$ cat src/rtl/msgirq_pkg.sv
package msgirq_pkg;
    localparam int DATA_W    = 32;
    localparam int NUM_LATCH = 3;
    localparam int POS_OFO   = 8;
    localparam int POS_IPO   = 7;
    localparam int POS_POST  = 5;
    localparam int POS_DMC   = 4;
    // latched flag positions, index 0..2
    localparam int LATCH_POS [NUM_LATCH] = '{POS_OFO, POS_IPO, POS_POST};
    localparam logic [DATA_W-1:0] MASK_WR_BITS =
        (DATA_W'(1) << POS_OFO) | (DATA_W'(1) << POS_IPO) |
        (DATA_W'(1) << POS_POST) | (DATA_W'(1) << POS_DMC);
endpackage

$ cat src/rtl/msgirq_w1c_bit.sv
module msgirq_w1c_bit (
    input  logic clk,
    input  logic rst_n,
    input  logic set_i,
    input  logic clr_i,
    output logic q_o
);
    always_ff @(posedge clk or negedge rst_n) begin
        if (!rst_n)
            q_o <= 1'b0;
        else if (set_i)
            q_o <= 1'b1;
        else if (clr_i)
            q_o <= 1'b0;
    end


    set_wins_chk: assert property (@(posedge clk) disable iff (!rst_n)
        set_i |=> q_o);

    w1c_clear_chk: assert property (@(posedge clk) disable iff (!rst_n)
        (clr_i && !set_i) |=> !q_o);

    sticky_chk: assert property (@(posedge clk) disable iff (!rst_n)
        (q_o && !clr_i) |=> q_o);
endmodule

$ cat src/rtl/msgirq_mask_reg.sv
module msgirq_mask_reg
    import msgirq_pkg::*;
(
    input  logic              clk,
    input  logic              rst_n,
    input  logic              wr_i,
    input  logic [DATA_W-1:0] wdata_i,
    output logic [DATA_W-1:0] mask_o
);
    always_ff @(posedge clk or negedge rst_n) begin
        if (!rst_n)
            mask_o <= '0;
        else if (wr_i)
            mask_o <= wdata_i & MASK_WR_BITS;
    end


    mask_hold_chk: assert property (@(posedge clk) disable iff (!rst_n)
        !wr_i |=> $stable(mask_o));

    mask_reserved_chk: assert property (@(posedge clk) disable iff (!rst_n)
        (mask_o & ~MASK_WR_BITS) == '0);
endmodule

$ cat src/rtl/msgirq_out_gen.sv
module msgirq_out_gen
    import msgirq_pkg::*;
(
    input  logic [DATA_W-1:0] status_i,
    output logic              mcheck_o,
    output logic              irq_o
);
    always_comb begin
        mcheck_o = status_i[POS_OFO] | status_i[POS_IPO] | status_i[POS_DMC];
        irq_o    = status_i[POS_POST];
    end
endmodule

$ cat src/rtl/msg_irq_status_ctrl.sv
module msg_irq_status_ctrl
    import msgirq_pkg::*;
#(
    parameter int ADDR_W     = 4,
    parameter int STATUS_OFS = 0,
    parameter int MASK_OFS   = 1
) (
    input  logic              clk,
    input  logic              rst_n,
    input  logic              reg_wr_i,
    input  logic [ADDR_W-1:0] reg_addr_i,
    input  logic [31:0]       reg_wdata_i,
    output logic [31:0]       reg_rdata_o,
    input  logic              ev_outfree_ovf_i,
    input  logic              ev_inpost_ovf_i,
    input  logic              ev_post_i,
    input  logic              db_mc_i,
    output logic              mcheck_o,
    output logic              irq_o
);
    localparam logic [ADDR_W-1:0] A_STAT = ADDR_W'(STATUS_OFS);
    localparam logic [ADDR_W-1:0] A_MASK = ADDR_W'(MASK_OFS);

    logic                 sel_stat, sel_mask;
    logic [DATA_W-1:0]    mask_q;
    logic [DATA_W-1:0]    status_w;
    logic [NUM_LATCH-1:0] ev_vec;
    logic [NUM_LATCH-1:0] flag_q;

    assign sel_stat = (reg_addr_i == A_STAT);
    assign sel_mask = (reg_addr_i == A_MASK);
    assign ev_vec   = {ev_post_i, ev_inpost_ovf_i, ev_outfree_ovf_i};

    msgirq_mask_reg u_mask (
        .clk     (clk),
        .rst_n   (rst_n),
        .wr_i    (reg_wr_i && sel_mask),
        .wdata_i (reg_wdata_i),
        .mask_o  (mask_q)
    );

    for (genvar i = 0; i < NUM_LATCH; i++) begin : g_flag
        localparam int P = LATCH_POS[i];
        msgirq_w1c_bit u_bit (
            .clk   (clk),
            .rst_n (rst_n),
            .set_i (ev_vec[i] && !mask_q[P]),
            .clr_i (reg_wr_i && sel_stat && reg_wdata_i[P]),
            .q_o   (flag_q[i])
        );
    end

    always_comb begin
        status_w = '0;
        for (int k = 0; k < NUM_LATCH; k++)
            status_w[LATCH_POS[k]] = flag_q[k];
        status_w[POS_DMC] = db_mc_i && !mask_q[POS_DMC];
    end

    always_comb begin
        if (sel_stat)
            reg_rdata_o = status_w;
        else if (sel_mask)
            reg_rdata_o = mask_q;
        else
            reg_rdata_o = '0;
    end

    msgirq_out_gen u_out (
        .status_i (status_w),
        .mcheck_o (mcheck_o),
        .irq_o    (irq_o)
    );


    masked_no_set_chk: assert property (@(posedge clk) disable iff (!rst_n)
        (ev_outfree_ovf_i && mask_q[POS_OFO] && !status_w[POS_OFO]) |=> !status_w[POS_OFO]);

    post_sets_irq_chk: assert property (@(posedge clk) disable iff (!rst_n)
        (ev_post_i && !mask_q[POS_POST]) |=> irq_o);

    doorbell_mcheck_chk: assert property (@(posedge clk) disable iff (!rst_n)
        (db_mc_i && !mask_q[POS_DMC]) |-> mcheck_o);

    mask_keeps_flag_chk: assert property (@(posedge clk) disable iff (!rst_n)
        (status_w[POS_IPO] && !(reg_wr_i && sel_stat)) |=> status_w[POS_IPO]);
endmodule

$ cat config.mk
export PLATFORM = sky130hd
export DESIGN_NAME = msg_irq_status_ctrl
export DESIGN_NICKNAME = d
export VERILOG_FILES = /design/src/rtl/msgirq_pkg.sv /design/src/rtl/msgirq_w1c_bit.sv /design/src/rtl/msgirq_mask_reg.sv /design/src/rtl/msgirq_out_gen.sv /design/src/rtl/msg_irq_status_ctrl.sv
export SDC_FILE = /design/constraint.sdc
export NUM_CORES = 1
export LEC_CHECK = 0
export ABC_AREA = 1
export ABC_CLOCK_PERIOD_IN_PS = 900
export BUFFER_PORTS_ARGS = -buffer_cell sky130_fd_sc_hd__buf_2
export CAP_MARGIN = 20
export CORE_ASPECT_RATIO = 0.7
export CORE_MARGIN = 2
export CORE_UTILIZATION = 32
export CTS_CLUSTER_DIAMETER = 60
export CTS_CLUSTER_SIZE = 14
export DETAILED_ROUTE_END_ITERATION = 10
export PLACE_DENSITY = 0.86
export SYNTH_ARGS = -nofsm -noshare
export SYNTH_HDL_FRONTEND = slang
export SYNTH_SLANG_ARGS = --single-unit
$ cat constraint.sdc
create_clock -name clk -period 0.9 [get_ports clk]
set_clock_uncertainty 0.1 [all_clocks]
set_input_delay 0.09 -clock clk [delete_from_list [all_inputs] [get_ports clk]]
set_output_delay 0.09 -clock clk [all_outputs]
set_load 0.05 [all_outputs]
Word-level counts from Yosys, hierarchy flattened:

Index checks and enable logic that the tools add are counted.

* register bits: 7
* latch bits: 0
* bits in writable memories: 0
* ROM bits: 0
* bits of input ports: 43
* output and inout bits: 34
* word-level logic and storage cells: 32
* memories kept: 0

* add/sub/neg operators: 0
* multipliers: 0
* divide/modulo/power cells: 0
* $lt $le $gt $ge: 0
* eq/ne operators: 1
* shift-type cells: 0
* mux-type cells: 8
* bitwise logic cells: 2
* reductions and logical operators: 17

Operators with widths (count)
* 2-to-1 mux 9 bit: 2
* logical AND 1 bit: 9
* 2-to-1 mux 1 bit: 6
* nonzero test 2 bit: 3
* == test 4 x 1 -> 1 bit (second input constant): 1
* zero test 1 bit: 4
* zero test 4 bit: 1
* OR 1 bit: 2

Logic depth before layout (Yosys ltp):

* depth in word-level cells: 5
* depth in mapped cells: 5
* gate-level depth less buffers: 5

Cells and area by module:

A second synthesis with hierarchy kept.

* cell total of the unflattened synthesis: 159
* area, all modules: 983.4 µm²

By module, submodules not included
* msg_irq_status_ctrl: instances 1, cells an instance 94, area each 481.7 µm², sequential area each 0.0 µm²
* msgirq_mask_reg: instances 1, cells an instance 46, area each 362.8 µm², sequential area each 100.1 µm²
* msgirq_w1c_bit: instances 3, cells an instance 5, area each 40.0 µm², sequential area each 25.0 µm²
* msgirq_out_gen: instances 1, cells an instance 4, area each 18.8 µm², sequential area each 0.0 µm²

Worst setup path after synthesis:

Ideal clock, no wire load.

* path kind: register to output
* start: register u_mask.mask_o[4]
* end: output reg_rdata_o[4]
* arrival time: 1.189 ns
* required time: 0.710 ns
* slack: -0.479 ns
* stages on the path, launching flop included: 4
* buffers on the path: 0
* path through: dfrtp_1 -> inv_1 -> nand2_1 -> o21ai_1

* word-level cells in the longest chain between the ends: 3
* elaborated cells on any way between the ends: 4
* those cells by class: mux: 2; reduce/logical: 2

RTL lines
* from (decl): RTL line msgirq_mask_reg.sv:8 `output logic [DATA_W-1:0] mask_o`
* from (signal assigned): RTL line msgirq_mask_reg.sv:14 `mask_o <= wdata_i & MASK_WR_BITS;`
* zero test 1 bit: RTL line msg_irq_status_ctrl.sv:57 `status_w[POS_DMC] = db_mc_i && !mask_q[POS_DMC];`
* logical AND 1 bit: RTL line msg_irq_status_ctrl.sv:57
* 2-to-1 mux 9 bit *: RTL line msg_irq_status_ctrl.sv:61 `if (sel_stat)`
* to (decl): RTL line msg_irq_status_ctrl.sv:13 `output logic [31:0] reg_rdata_o,`

Mark *: on every way between the ends. The rest lies on a longest branch, timed or not.

Worst setup path after layout:

Same ends and word-level chain as after synthesis.

==> flow_summary.json <==
{
  "syn_area_um2": 629,
  "grt_setup_unrepaired": "yes",
  "gp_congestion": 0.801,
  "synth.largest_area_cell": "buf_4",
  "vias": 554,
  "fin_crit_ns": 1.26,
  "nets": 164,
  "synth.avg_cell_area_um2": 7.58,
  "post-synth-top-count-cell": "buf_4",
  "hpwl_um": 1100,
  "min_path_type": "in -> async",
  "hold_violations": 0,
  "numPortBuffers": 20,
  "clock_path_buffers": 2,
  "yosys_warnings": 0,
  "initial_core_util": 0.339,
  "worstSetupPathType": "reg -> out",
  "cp.arrival_ns": 1.07,
  "fin_crit_sh": 1.40,
  "clock_latency_ns": 0.25,
  "worstPathRequired_ns": 0.71,
  "pre_cts_slack_ns": -0.204,
  "cap_violations": 0,
  "yosys-top-cells-area": "buf_4 (33%), dfrtp_1 (28%), nand2_1 (9.5%)",
  "seq_area_um2": 176,
  "placed_cells": 132,
  "setup_viol": 6,
  "crit_path_max_fanout": 3,
  "core_area_um2": 1850,
  "cts_buffers": 3,
  "synth_cell_types": 13,
  "firstDrtPassIters": 4,
  "drc": 0,
  "antenna-diode-count": 0,
  "drive_above_1_share": 0.417,
  "status": "complete, but fails checks",
  "grt_pass1_wl_um": 2240,
  "rows": 13,
  "netlist_instances": 83,
  "fin_setup_tns_ns": -1.73,
  "critPathCaptureType": "output pin",
  "seq_area_frac_synth": 0.278,
  "cts.sinks": 7,
  "start_kind": "register",
  "drt_iter0_markers": 10,
  "violations": "setup timing",
  "grt_usage": 0.136,
  "totalWireLength_um": 1540,
  "gr-total-overflow": 0,
  "ir_worst_vdd_mv": 0.519,
  "finalNonFillerCells": 142,
  "cts_tree": "yes",
  "synth_edf_count": 0,
  "place_area_um2": 776,
  "via_per_inst": 3.90,
  "dieArea_um2": 2340,
  "grt_pass1_vias": 504,
  "fill_cells": 177,
  "p_per_area_nw_per_um2": 1350,
  "synth_flop_cell": "dfrtp_1",
  "grt_max_degree": 9,
  "wl_per_cell_um": 10.9,
  "fmax_mhz": 793,
  "clock-root-buffer": "clkbuf_4",
  "multiInputGateArea_um2": 390,
  "setup_ws_ns": -0.361,
  "cts_htree_levels": 1,
  "ant_nets": 0,
  "antenna_found_initial": 0,
  "synthArstFlopShare": 1.00,
  "final_area_um2": 955,
  "synth_top_area_share": 0.334,
  "fp.dieH_um": 41.1,
  "clk_pin_slew_ns": 0.05,
  "fp.dieW_um": 57.0,
  "ys_top_cells_by_count": "buf_4 (28), nand2_1 (16), inv_1 (10)",
  "cellLeakagePower_nw": 0.512,
  "report.final.slew_viol_count": 0,
  "pin_count": 77,
  "syn2layout_area_growth_pct": 51.7,
  "ys_seq_elements": 7
}
## state kept, by name, indices dropped and copies added, names as in the netlist
register          count
g_flag.u_bit.q_o      3
u_mask.mask_o         4
## critical path, stage by stage, from the launching register on
cell and delay [ns]:
dfrtp_1 0.40, inv_2 0.08, nand2_4 0.06, o21ai_4 0.11, buf_6 0.17
## kinds of logic after synthesis
family                 count (synthesis)  share of synthesized area
buffers and inverters                 39                      0.400
AND/OR/NAND/NOR                       29                      0.260
AO/OA/AOI/OAI                          7                     0.0557
flip-flops                             7                      0.278
other                                  1                    0.00596
## timing repair
action / CTS / global route
gates resized for setup: 19 / 6
cloned: 0 / 0
pin swaps: 1 / 2
hold endpoints to repair: 14 / 0
buffers inserted: 1 / 1
hold buffers: 8 / 0
endpoints found under the setup margin: 6 / 11
## cell usage in the layout, fill, tap and decap left out
| master | Yosys | routed |
|---|---|---|
| buf_2 | 0 | 11 |
| buf_4 | 28 | 6 |
| buf_6 | 0 | 6 |
| buf_8 | 0 | 3 |
| clkbuf_1 | 0 | 1 |
| clkbuf_4 | 0 | 3 |
| conb_1 | 1 | 28 |
| dfrtp_1 | 7 | 6 |
| dfrtp_2 | 0 | 1 |
| dlygate4sd3_1 | 0 | 8 |
| inv_1 | 10 | 6 |
| inv_2 | 1 | 5 |
| nand2_1 | 16 | 13 |
| nand2_4 | 0 | 3 |
| nand3_1 | 6 | 1 |
| nand3_2 | 0 | 5 |
| nand3_4 | 1 | 1 |
| nand4_1 | 3 | 3 |
| nor2_4 | 1 | 2 |
| nor2_8 | 1 | 1 |
| o21ai_1 | 7 | 4 |
| o21ai_4 | 0 | 3 |
## report_power, final
part,switching [mW],internal (mW)
Clock,0.116,0.169
Combinational,0.433,0.178
Sequential,0.0392,0.355
Total,0.588,0.703
## layout make-up
cell class,instances,share of cell area
clock buffer,4,0.0275
inverter,11,0.0433
multi-input combinational,64,0.409
sequential,7,0.185
tap,22,0.0288
timing repair buffer,34,0.307
## per-layer routing
layer | track usage | wire [µm] | vias up | part of all wire
li1 | - | - | 279 | -
met1 | 0.128 | 553 | 247 | 0.36
met2 | 0.282 | 862 | 26 | 0.56
met3 | 0.0410 | 114 | 2 | 0.074
met4 | 0.0756 | 10 | 0 | 0.0065
met5 | 0 | 0 | - | 0
## through the flow
step,power (mW),hold slack [ns],utilization
after CTS,1.27,0.0861,0.514
after floorplan,0.876,-0.306,-
after global placement,0.903,-0.171,0.418
after detailed placement,0.915,-0.169,0.418
final,1.29,0.0972,0.515
after global routing,1.36,0.101,0.515
## worst paths after layout
path | startpoint | end | slack, ns | depth (start not counted)
setup reg to reg | u_mask.mask_o[7]$_DFFE_PN0P_ | u_mask.mask_o[7]$_DFFE_PN0P_ | 0.03 | 3
hold reg to reg | g_flag[1].u_bit.q_o$_DFFE_PN0P_ | g_flag[1].u_bit.q_o$_DFFE_PN0P_ | 0.41 | 2
max in group asynchronous | rst_n | g_flag[2].u_bit.q_o$_DFFE_PN0P_ | 0.43 | 2
hold / removal | rst_n | u_mask.mask_o[7]$_DFFE_PN0P_ | 0.1 | 2
setup / recovery | u_mask.mask_o[4]$_DFFE_PN0P_ | reg_rdata_o[4] | -0.36 | 4
min in group clk | reg_wr_i | g_flag[0].u_bit.q_o$_DFFE_PN0P_ | 0.10 | 4
Power figures use the tool's default switching activity.
